[config.mk]
export PLATFORM = sky130hd
export DESIGN_NAME = gseq_interp
export DESIGN_NICKNAME = d
export VERILOG_FILES = /design/src/rtl/gseq_pkg.sv /design/src/rtl/gseq_framer.sv /design/src/rtl/gseq_wait.sv /design/src/rtl/gseq_pins.sv /design/src/rtl/gseq_interp.sv
export SDC_FILE = /design/constraint.sdc
export NUM_CORES = 1
export LEC_CHECK = 0
export BUFFER_PORTS_ARGS = -buffer_cell sky130_fd_sc_hd__buf_2
export CORE_MARGIN = 1.5
export CORE_UTILIZATION = 55
export DETAILED_ROUTE_END_ITERATION = 8
export PLACE_DENSITY = 0.78
export SETUP_SLACK_MARGIN = 0.05
export SLEW_MARGIN = 5
export SYNTH_ARGS = -nofsm -noshare
export SYNTH_HDL_FRONTEND = slang
export SYNTH_HIERARCHICAL = 1
export SYNTH_SLANG_ARGS = --single-unit
[constraint.sdc]
create_clock -name clk -period 3.9 [get_ports clk]
set_clock_uncertainty 0.05 [all_clocks]
set_input_delay 0.195 -clock clk [delete_from_list [all_inputs] [get_ports clk]]
set_output_delay 0.195 -clock clk [all_outputs]
set_load 0.05 [all_outputs]
[src/rtl/gseq_pkg.sv]
// Shared constants and types for the pin sequence interpreter.
// Assumes sub-command classes are decided by the top bits of each byte.
package gseq_pkg;

    localparam logic [7:0] STREAM_OPCODE = 8'hAB;

    typedef enum logic [1:0] {
        FR_IDLE,   // waiting for a packet start
        FR_LIVE,   // interpreting sub-commands
        FR_DROP    // ignoring the rest of the packet
    } fr_state_e;

    typedef enum logic [2:0] {
        SC_READ,
        SC_END,
        SC_DIR,
        SC_LVL,
        SC_WAIT
    } subcmd_e;

    // Classify a sub-command byte by its top bits.
    function automatic subcmd_e classify(input logic [7:0] b);
        case (b[7:6])
            2'b10:   return SC_LVL;
            2'b01:   return SC_DIR;
            2'b11:   return SC_WAIT;
            default: return b[5] ? SC_END : SC_READ;
        endcase
    endfunction

endpackage

[src/rtl/gseq_framer.sv]
// Packet framing: decides which accepted bytes are live sub-commands.
// Assumes acc is high only for bytes actually taken from the stream.
module gseq_framer
    import gseq_pkg::*;
#(
    parameter int PKT_BYTES = 32
) (
    input  logic       clk,
    input  logic       rst_n,
    input  logic       acc,
    input  logic       first,
    input  logic [7:0] data,
    output logic       cmd_en
);
    localparam int IW = $clog2(PKT_BYTES);
    localparam logic [IW-1:0] LAST_IDX = IW'(PKT_BYTES - 1);

    fr_state_e     st;
    logic [IW-1:0] idx;

    // A live sub-command is any accepted non-start byte while interpreting.
    assign cmd_en = acc && !first && (st == FR_LIVE);

    // Track packet state and the byte position within the packet.
    always_ff @(posedge clk) begin
        if (!rst_n) begin
            st  <= FR_IDLE;
            idx <= '0;
        end else if (acc) begin
            if (first) begin
                st  <= (data == STREAM_OPCODE) ? FR_LIVE : FR_DROP;
                idx <= IW'(1);
            end else if (st == FR_LIVE) begin
                if (classify(data) == SC_END || idx == LAST_IDX)
                    st <= FR_DROP;
                idx <= idx + IW'(1);
            end
        end
    end
endmodule

[src/rtl/gseq_wait.sv]
// Down-counter that stalls the input stream for a loaded number of cycles.
// Assumes load is only raised when the counter is already zero.
module gseq_wait #(
    parameter int CW = 8
) (
    input  logic          clk,
    input  logic          rst_n,
    input  logic          load,
    input  logic [CW-1:0] load_val,
    output logic          busy
);
    logic [CW-1:0] cnt;

    assign busy = (cnt != '0);

    // Load the remaining stall length, then count it down to zero.
    always_ff @(posedge clk) begin
        if (!rst_n)
            cnt <= '0;
        else if (load)
            cnt <= load_val;
        else if (busy)
            cnt <= cnt - CW'(1);
    end
endmodule

[src/rtl/gseq_pins.sv]
// Output level and enable registers, plus the pin sampling response.
// Assumes the write strobes are mutually exclusive.
module gseq_pins #(
    parameter int NOUT = 6,
    parameter int NIN  = 2
) (
    input  logic                clk,
    input  logic                rst_n,
    input  logic                lvl_we,
    input  logic                oe_we,
    input  logic                rd_en,
    input  logic [NOUT-1:0]     wdata,
    input  logic [NIN-1:0]      in_pins,
    output logic [NOUT-1:0]     pin_out,
    output logic [NOUT-1:0]     pin_oe,
    output logic                rsp_valid,
    output logic [NIN+NOUT-1:0] rsp_data
);
    // Hold the output levels and enables written by sub-commands.
    always_ff @(posedge clk) begin
        if (!rst_n) begin
            pin_out <= '0;
            pin_oe  <= '0;
        end else begin
            if (lvl_we) pin_out <= wdata;
            if (oe_we)  pin_oe  <= wdata;
        end
    end

    // Capture all pin levels into a one-cycle response on a read.
    always_ff @(posedge clk) begin
        if (!rst_n) begin
            rsp_valid <= 1'b0;
            rsp_data  <= '0;
        end else begin
            rsp_valid <= rd_en;
            if (rd_en) rsp_data <= {in_pins, pin_out};
        end
    end
endmodule

[src/rtl/gseq_interp.sv]
// Top level: decodes pin-control sub-commands from a packetised byte stream.
// Assumes in_data is held while in_valid waits for in_ready, and that the
// response stream is always consumed.
module gseq_interp
    import gseq_pkg::*;
#(
    parameter int SLOT_CLKS   = 150,
    parameter int CLKS_PER_US = 200,
    parameter int PKT_BYTES   = 32
) (
    input  logic       clk,
    input  logic       rst_n,
    input  logic       in_valid,
    input  logic       in_first,
    input  logic [7:0] in_data,
    output logic       in_ready,
    input  logic [1:0] in_pins,
    output logic [5:0] pin_out,
    output logic [5:0] pin_oe,
    output logic       rsp_valid,
    output logic [7:0] rsp_data
);
    localparam int MAX_WAIT = 63 * CLKS_PER_US;
    localparam int CW = $clog2((MAX_WAIT > SLOT_CLKS ? MAX_WAIT : SLOT_CLKS) + 1);
    localparam logic [CW-1:0] SLOT_LOAD = CW'(SLOT_CLKS - 1);
    localparam logic [CW-1:0] US_C      = CW'(CLKS_PER_US);

    logic          acc, cmd_en, busy;
    subcmd_e       kind;
    logic          lvl_we, oe_we, rd_en, dly_go;
    logic [CW-1:0] dly_len, load_val;

    assign acc      = in_valid && in_ready;
    assign in_ready = !busy;

    gseq_framer #(.PKT_BYTES(PKT_BYTES)) u_framer (
        .clk    (clk),
        .rst_n  (rst_n),
        .acc    (acc),
        .first  (in_first),
        .data   (in_data),
        .cmd_en (cmd_en)
    );

    // Decode the live sub-command into strobes and a stall length.
    always_comb begin
        kind     = classify(in_data);
        lvl_we   = cmd_en && (kind == SC_LVL);
        oe_we    = cmd_en && (kind == SC_DIR);
        rd_en    = cmd_en && (kind == SC_READ);
        dly_go   = cmd_en && (kind == SC_WAIT) && (in_data[5:0] != 6'd0);
        dly_len  = CW'(in_data[5:0]) * US_C - CW'(1);
        load_val = lvl_we ? SLOT_LOAD : dly_len;
    end

    gseq_wait #(.CW(CW)) u_wait (
        .clk      (clk),
        .rst_n    (rst_n),
        .load     (lvl_we || dly_go),
        .load_val (load_val),
        .busy     (busy)
    );

    gseq_pins #(.NOUT(6), .NIN(2)) u_pins (
        .clk       (clk),
        .rst_n     (rst_n),
        .lvl_we    (lvl_we),
        .oe_we     (oe_we),
        .rd_en     (rd_en),
        .wdata     (in_data[5:0]),
        .in_pins   (in_pins),
        .pin_out   (pin_out),
        .pin_oe    (pin_oe),
        .rsp_valid (rsp_valid),
        .rsp_data  (rsp_data)
    );
endmodule

=== Word level (Yosys, flattened, before mapping) ===
Index checks and enable logic that the tools add are counted.

* Register bits after elaboration: 42
* Output and inout port bits: 22
* Bits of input ports: 14

* Multiply operators: 1
* Muxes and demuxes: 15
* Add/sub/neg operators: 3
* Equality and inequality tests: 10
* Reductions and logical operators: 20

{| class="wikitable"
|+ Operators with widths
! cell !! count
|-
| $mux W14 || 3
|-
| $sub A14 B1 Y14 const B || 2
|-
| $reduce_bool A14 Y1 || 1
|-
| $mux W3 || 4
|-
| $mul A6 B5 Y11 const B || 1
|-
| $mux W5 || 2
|-
| $pmux W3 S3 || 1
|-
| $eq A8 B8 Y1 const B || 1
|-
| $logic_and A1 B1 Y1 || 8
|-
| $mux W2 || 4
|-
| $eq A3 B2 Y1 const B || 2
|-
| $reduce_bool A2 Y1 || 3
|-
| $reduce_bool A6 Y1 || 1
|-
| $add A5 B1 Y5 const B || 1
|-
| $eq A5 B5 Y1 const B || 1
|-
| $eq A2 B1 Y1 const B || 2
|-
| $eq A2 B2 Y1 const B || 2
|-
| $eq A3 B1 Y1 const B || 1
|-
| $eq A3 B3 Y1 const B || 1
|-
| $logic_not A3 Y1 || 1
|-
| $reduce_and A3 Y1 || 1
|-
| $logic_not A1 Y1 || 2
|-
| $logic_or A1 B1 Y1 || 2
|-
| $reduce_and A2 Y1 || 1
|-
| $mux W1 || 1
|}

=== Logic depth before layout (Yosys ltp) ===
* Word-level depth: 11
* Mapped depth: 14
* Mapped depth without buffers: 14

=== Modules after synthesis ===
Netlist, hierarchy kept.

{| class="wikitable"
|+ By module, submodules not included
! module !! area an instance (um2) !! instances !! seq. area each (um2) !! cells each
|-
| gseq_interp || 910.9 || 1 || 0.0 || 120
|-
| gseq_wait || 789.5 || 1 || 280.3 || 95
|-
| gseq_pins || 787.0 || 1 || 420.4 || 67
|-
| gseq_framer || 439.2 || 1 || 140.1 || 45
|}

=== Worst setup path before layout ===
No wires, ideal clock.

* Path kind: register to register
* Start point: register u_wait.cnt[3]
* End point: register u_pins.pin_out[0]
* Slack: 0.628 ns
* Period minus slack after synthesis: 3.272 ns
* Path buffers: 4
* Library setup time: 0.117 ns
* Data required time: 3.733 ns
* Data arrival time: 3.105 ns
* Cell stages (with the launch flop): 13
* Cells stage by stage: dfxtp_1 or4_4 or4b_4 buf_6 nor2b_1 nor4bb_1 buf_4 nand2b_1 nor2_1 clkbuf_1 buf_4 mux2i_1 nor2b_1

* Cells in the longest elaborated chain, start to end: 6

{| class="wikitable"
|+ Ends and longest elaborated chain
! element !! RTL line !! RTL
|-
| start, declared || gseq_wait.sv:12 || <nowiki>logic [CW-1:0] cnt;</nowiki>
|-
| start signal, assigned || gseq_wait.sv:21 || <nowiki>cnt <= load_val;</nowiki>
|-
| start signal, assigned || gseq_wait.sv:23 || <nowiki>cnt <= cnt - CW'(1);</nowiki>
|-
| $reduce_bool A14 Y1 || gseq_wait.sv:14 || <nowiki>assign busy = (cnt != '0);</nowiki>
|-
| net busy || gseq_interp.sv:28 || <nowiki>logic acc, cmd_en, busy;</nowiki>
|-
| $logic_not A1 Y1 || gseq_interp.sv:34 || <nowiki>assign in_ready = !busy;</nowiki>
|-
| $logic_and A1 B1 Y1 || gseq_interp.sv:33 || <nowiki>assign acc = in_valid && in_ready;</nowiki>
|-
| net acc || gseq_interp.sv:28 ||
|-
| $logic_and A1 B1 Y1 (2 in series) || gseq_framer.sv:22 || <nowiki>assign cmd_en = acc && !first && (st == FR_LIVE);</nowiki>
|-
| net cmd_en || gseq_interp.sv:28 ||
|-
| $logic_and A1 B1 Y1 || gseq_interp.sv:48 || <nowiki>lvl_we = cmd_en && (kind == SC_LVL);</nowiki>
|-
| net lvl_we || gseq_interp.sv:30 || <nowiki>logic lvl_we, oe_we, rd_en, dly_go;</nowiki>
|-
| end signal, assigned || gseq_pins.sv:25 || <nowiki>if (lvl_we) pin_out <= wdata;</nowiki>
|-
| end, declared || gseq_pins.sv:14 || <nowiki>output logic [NOUT-1:0] pin_out,</nowiki>
|}

The timed path passes the listed nets, and every way through them passes these cells.
A chain may end at the register's enable or synchronous reset.

=== Worst setup path after layout ===
* Start point: register u_wait.cnt[3]
* End point: register u_wait.cnt[9]

* Cells in the longest elaborated chain, start to end: 9
* Elaborated cells on any way between the ends: 14

{| class="wikitable"
|+ Ends and longest elaborated chain
! element !! RTL line !! RTL
|-
| $reduce_bool A14 Y1 * || gseq_wait.sv:14 ||
|-
| net busy || gseq_interp.sv:28 ||
|-
| $logic_not A1 Y1 * || gseq_interp.sv:34 ||
|-
| $logic_and A1 B1 Y1 * || gseq_interp.sv:33 ||
|-
| net acc || gseq_interp.sv:28 ||
|-
| $logic_and A1 B1 Y1 * (2 in series) || gseq_framer.sv:22 ||
|-
| net cmd_en || gseq_interp.sv:28 ||
|-
| $logic_and A1 B1 Y1 (2 in series) || gseq_interp.sv:51 || <nowiki>dly_go = cmd_en && (kind == SC_WAIT) && (in_data[5:0] != 6'd0);</nowiki>
|-
| $logic_or A1 B1 Y1 || gseq_interp.sv:59 || <nowiki>.load (lvl_we || dly_go),</nowiki>
|-
| $mux W14 / $reduce_bool A2 Y1 (equally long branches) || -- ||
|}

Mark *: on every way through the listed nets, which the timed path passes. The rest lies on a longest branch. The select of a mux whose other input is x is not followed.

==> flow_summary.yaml <==
grt:
  number_of_antenna_violations_at_the_first_check_in_global_routing: 0
  met1_usage_pct: 26.4
  number_of_global_route_vias_before_repair: 2273
  global_route.overflow_total: 0
  overall_global_routing_usage_pct: 20.8
  grt_peak_use_layer: "met2"
  first_pass_grt_wire_length_um: 9890
  globalRouteMet3Util_pct: 4.34
  largest_net_degree_at_the_start_of_global_routing: 35
  groute.layer.met2.usage_pct: 34.8
die:
  fp.dieArea_um2: 5770
  effective_utilization_at_floorplan_pct: 57.3
  fp.coreArea_um2: 5110
  die_w_um: 75.9
  boundaryPins: 36
  fp-row-count: 26
  chipHeight_um: 75.9
timing:
  timing.slew.headroom_pct: 59.7
  final-setup-viol-count: 0
  period_minus_slack_ns: 3.44
  max_freq_mhz: 291
  tightest_slew_ns: 0.596
  tns_ns: 0
  unrepaired_setup_endpoints_after_global_routing: "no"
  slew_viol_final: 0
  final.setup.worst_slack_ns: 0.461
  timing.final.crit_share_pct: 88.2
  finalHoldViolCount: 0
min_path:
  min_path_type: "input port to flip-flop"
logic_synthesis:
  ys_warnings: 6
  syn_area_um2: 2930
  yosysUniqueCellTypes: 63
  async_reset_ff_share_pct: 0
  synth_edf_count: 0
  dominantRegCellSynth: "sky130_fd_sc_hd__dfxtp_1"
  synthCells: 327
  post_synth.cell_area_avg_um2: 8.95
  ys_seq_area_share_pct: 28.7
  yosys_register_bits: 42
pwr:
  pwr_density_cell_nw_per_um2: 415
  vdd_ir_drop_max_uv: 280
  net_switching_power_w: 0.000490
  p_comb_share_pct: 40.8
  power_frac_clock_pct: 21.2
  p_sw_share_pct: 36.2
  internal-power_w: 0.000863
  leakagePower_nw: 1.42
  sequentialPowerShare_pct: 38.0
clock_tree:
  tritoncts: "yes"
  cts-resized-gates: 0
  post_cts_clock_slew_at_the_launch_and_capture_registers_of_the_worst_setup_and_hold_paths_ns: 0.08
  cts_inserted_buffers: 5
  clock_latency_ns: 0.29
  cts.htree.levels: 2
  cts.sinks: 42
  root_buffer: "sky130_fd_sc_hd__clkbuf_8"
  cts_setup_buffers: 0
  longest_clk_path_bufs: 2
  cts_hold_buffers: 0
setup_path:
  critical_path.max_fanout: 11
  setup.worst_path.end_class: "flip-flop"
  critPathArrivalTime_ns: 3.61
  critPathLaunchType: "flip-flop"
  classification_of_the_worst_setup_path: "flip-flop to flip-flop"
  worst_ep_required_time_ns: 4.07
finish:
  most_common_cell_after_layout_fill_and_taps_aside: "sky130_fd_sc_hd__dfxtp_1"
  finalNetCount: 416
  instances_no_fill: 435
  drive_gt1_share_pct: 19.2
  antenna-diode-count: 0
  layout_common_cells: "sky130_fd_sc_hd__dfxtp_1, sky130_fd_sc_hd__ha_1, sky130_fd_sc_hd__buf_2"
  area_delta_synth_final_pct: 11.3
outcome:
  status: "finished, final reports clean"
routing:
  wl_um: 5810
  drc: 0
  via_count: 2360
  wl_per_cell_um: 13.4
  dr.pass1.iters: 4
  via_to_cell_ratio: 5.43
  postRouteAntennaNets: 0
  detailedRoute.firstIterationViolations: 121
placed_design:
  place_ws_ns: 0.516
  gpl.final_weighted_congestion: 0.810
  numPortBuffers: 35
  placed_cells_incl_taps: 427
  hpwl_um: 4300
flow_run:
  max_cap_viols: 0
[cell type report]
class / instances / area, µm²
tap: 70 / 87.6
fill: 452 / 1850
timing repair buffer: 41 / 220
clock inverter: 1 / 5.00
inverter: 24 / 90.1
clock buffer: 7 / 86.3
multi-input combinational: 250 / 1930
sequential: 42 / 841
[final timing paths]
check | from | endpoint | slack [ns] | depth (start not counted)
hold / removal | in_pins[0] | u_pins/rsp_data[6]$_SDFFE_PN0P_ | 0.11 | 3
hold reg to reg | u_framer/st[1]$_SDFFE_PN0P_ | u_framer/st[1]$_SDFFE_PN0P_ | 0.46 | 2
setup / recovery | u_wait/cnt[3]$_SDFFE_PN0P_ | u_wait/cnt[9]$_SDFFE_PN0P_ | 0.46 | 9
setup reg to reg | u_wait/cnt[3]$_SDFFE_PN0P_ | u_wait/cnt[9]$_SDFFE_PN0P_ | 0.46 | 9
[critical path, stage by stage, from the launching register on]
cell and delay [ns]:
sky130_fd_sc_hd__dfxtp_1 0.36, sky130_fd_sc_hd__or4_4 0.58, sky130_fd_sc_hd__or4b_4 0.56, sky130_fd_sc_hd__nor2b_1 0.25
sky130_fd_sc_hd__nor4bb_1 0.58, sky130_fd_sc_hd__o21a_1 0.23, sky130_fd_sc_hd__inv_1 0.16, sky130_fd_sc_hd__nor2_1 0.38
sky130_fd_sc_hd__nand2_1 0.11, sky130_fd_sc_hd__o21ai_0 0.09
[state kept, by name (all words and copies together), names as in the netlist]
name,cells
u_wait/cnt,14
u_pins/rsp_data,8
u_pins/pin_oe,6
u_pins/pin_out,6
u_framer/idx,5
u_framer/st,2
u_pins/rsp_valid,1
[cell families after synthesis]
group	share of synthesized area, %
AND/OR/NAND/NOR	24.2
AO/OA/AOI/OAI	11.9
flip-flops	28.7
adder cells (fa/ha/maj)	16.5
buffers and inverters	5.52
multiplexers	7.95
XOR/XNOR	5.09
other	0.128
[power groups by stage]
stage          registers [W]  logic, W  clock network (W)
6_report            0.000515  0.000552           0.000287
3_3_place_gp        0.000520  0.000542                  0
4_1_cts             0.000514  0.000551           0.000296
5_1_grt             0.000520  0.000611           0.000318
2_1_floorplan       0.000513  0.000457                  0
3_5_place_dp        0.000524  0.000545                  0
[layer usage]
layer  up-vias  part of all wire [%]
li1       1213                     -
met1      1071                    48
met2        64                    45
met3        12                   5.1
met4         0                   2.0
met5         -                     0
[cells in the mapped netlist (2+ instances only)]
cell                        n  area share (%)
sky130_fd_sc_hd__ha_1      37              16
sky130_fd_sc_hd__or3_1      5             1.1
sky130_fd_sc_hd__mux2i_1   21             7.2
sky130_fd_sc_hd__o21ai_0   14             2.4
sky130_fd_sc_hd__clkbuf_1   7            0.90
sky130_fd_sc_hd__a21oi_1    7             1.2
sky130_fd_sc_hd__nand2b_1   5             1.1
sky130_fd_sc_hd__nor3_1     6             1.0
sky130_fd_sc_hd__inv_1     24             3.1
sky130_fd_sc_hd__xor2_1     6             1.8
sky130_fd_sc_hd__mux2_2     2            0.77
sky130_fd_sc_hd__nand2_1   16             2.1
sky130_fd_sc_hd__o31ai_1    2            0.51
sky130_fd_sc_hd__nand3_1    9             1.5
sky130_fd_sc_hd__nor2_1    26             3.3
sky130_fd_sc_hd__and3_1     2            0.43
sky130_fd_sc_hd__nor4_1     7             1.5
sky130_fd_sc_hd__a211oi_1   2            0.51
sky130_fd_sc_hd__nand4_1    3            0.64
sky130_fd_sc_hd__a22oi_1    2            0.51
sky130_fd_sc_hd__nand4b_1   2            0.60
sky130_fd_sc_hd__nor2b_1   24             5.1
sky130_fd_sc_hd__and2_2     2            0.51
sky130_fd_sc_hd__dfxtp_1   42              29
sky130_fd_sc_hd__xnor2_1   11             3.3
sky130_fd_sc_hd__a31oi_1    2            0.43
sky130_fd_sc_hd__buf_4      3            0.77
sky130_fd_sc_hd__buf_6      2            0.77
sky130_fd_sc_hd__or4_2      2            0.60
[metrics by stage]
| step | instance area [µm²] | hold slack [ns] | util, % | power (W) |
|---|---|---|---|---|
| 6_report | 3260 | 0.111 | 63.8 | 0.00135 |
| 5_1_grt | 3260 | 0.136 | 63.8 | 0.00145 |
| 4_1_cts | 3260 | 0.0996 | 63.8 | 0.00136 |
| 3_5_place_dp | 3170 | 0.414 | 62.0 | 0.00107 |
| 3_3_place_gp | 3170 | 0.404 | 62.0 | 0.00106 |
| 2_1_floorplan | 2930 | 0.273 | - | 0.000970 |
Power figures use the tool's default switching activity.
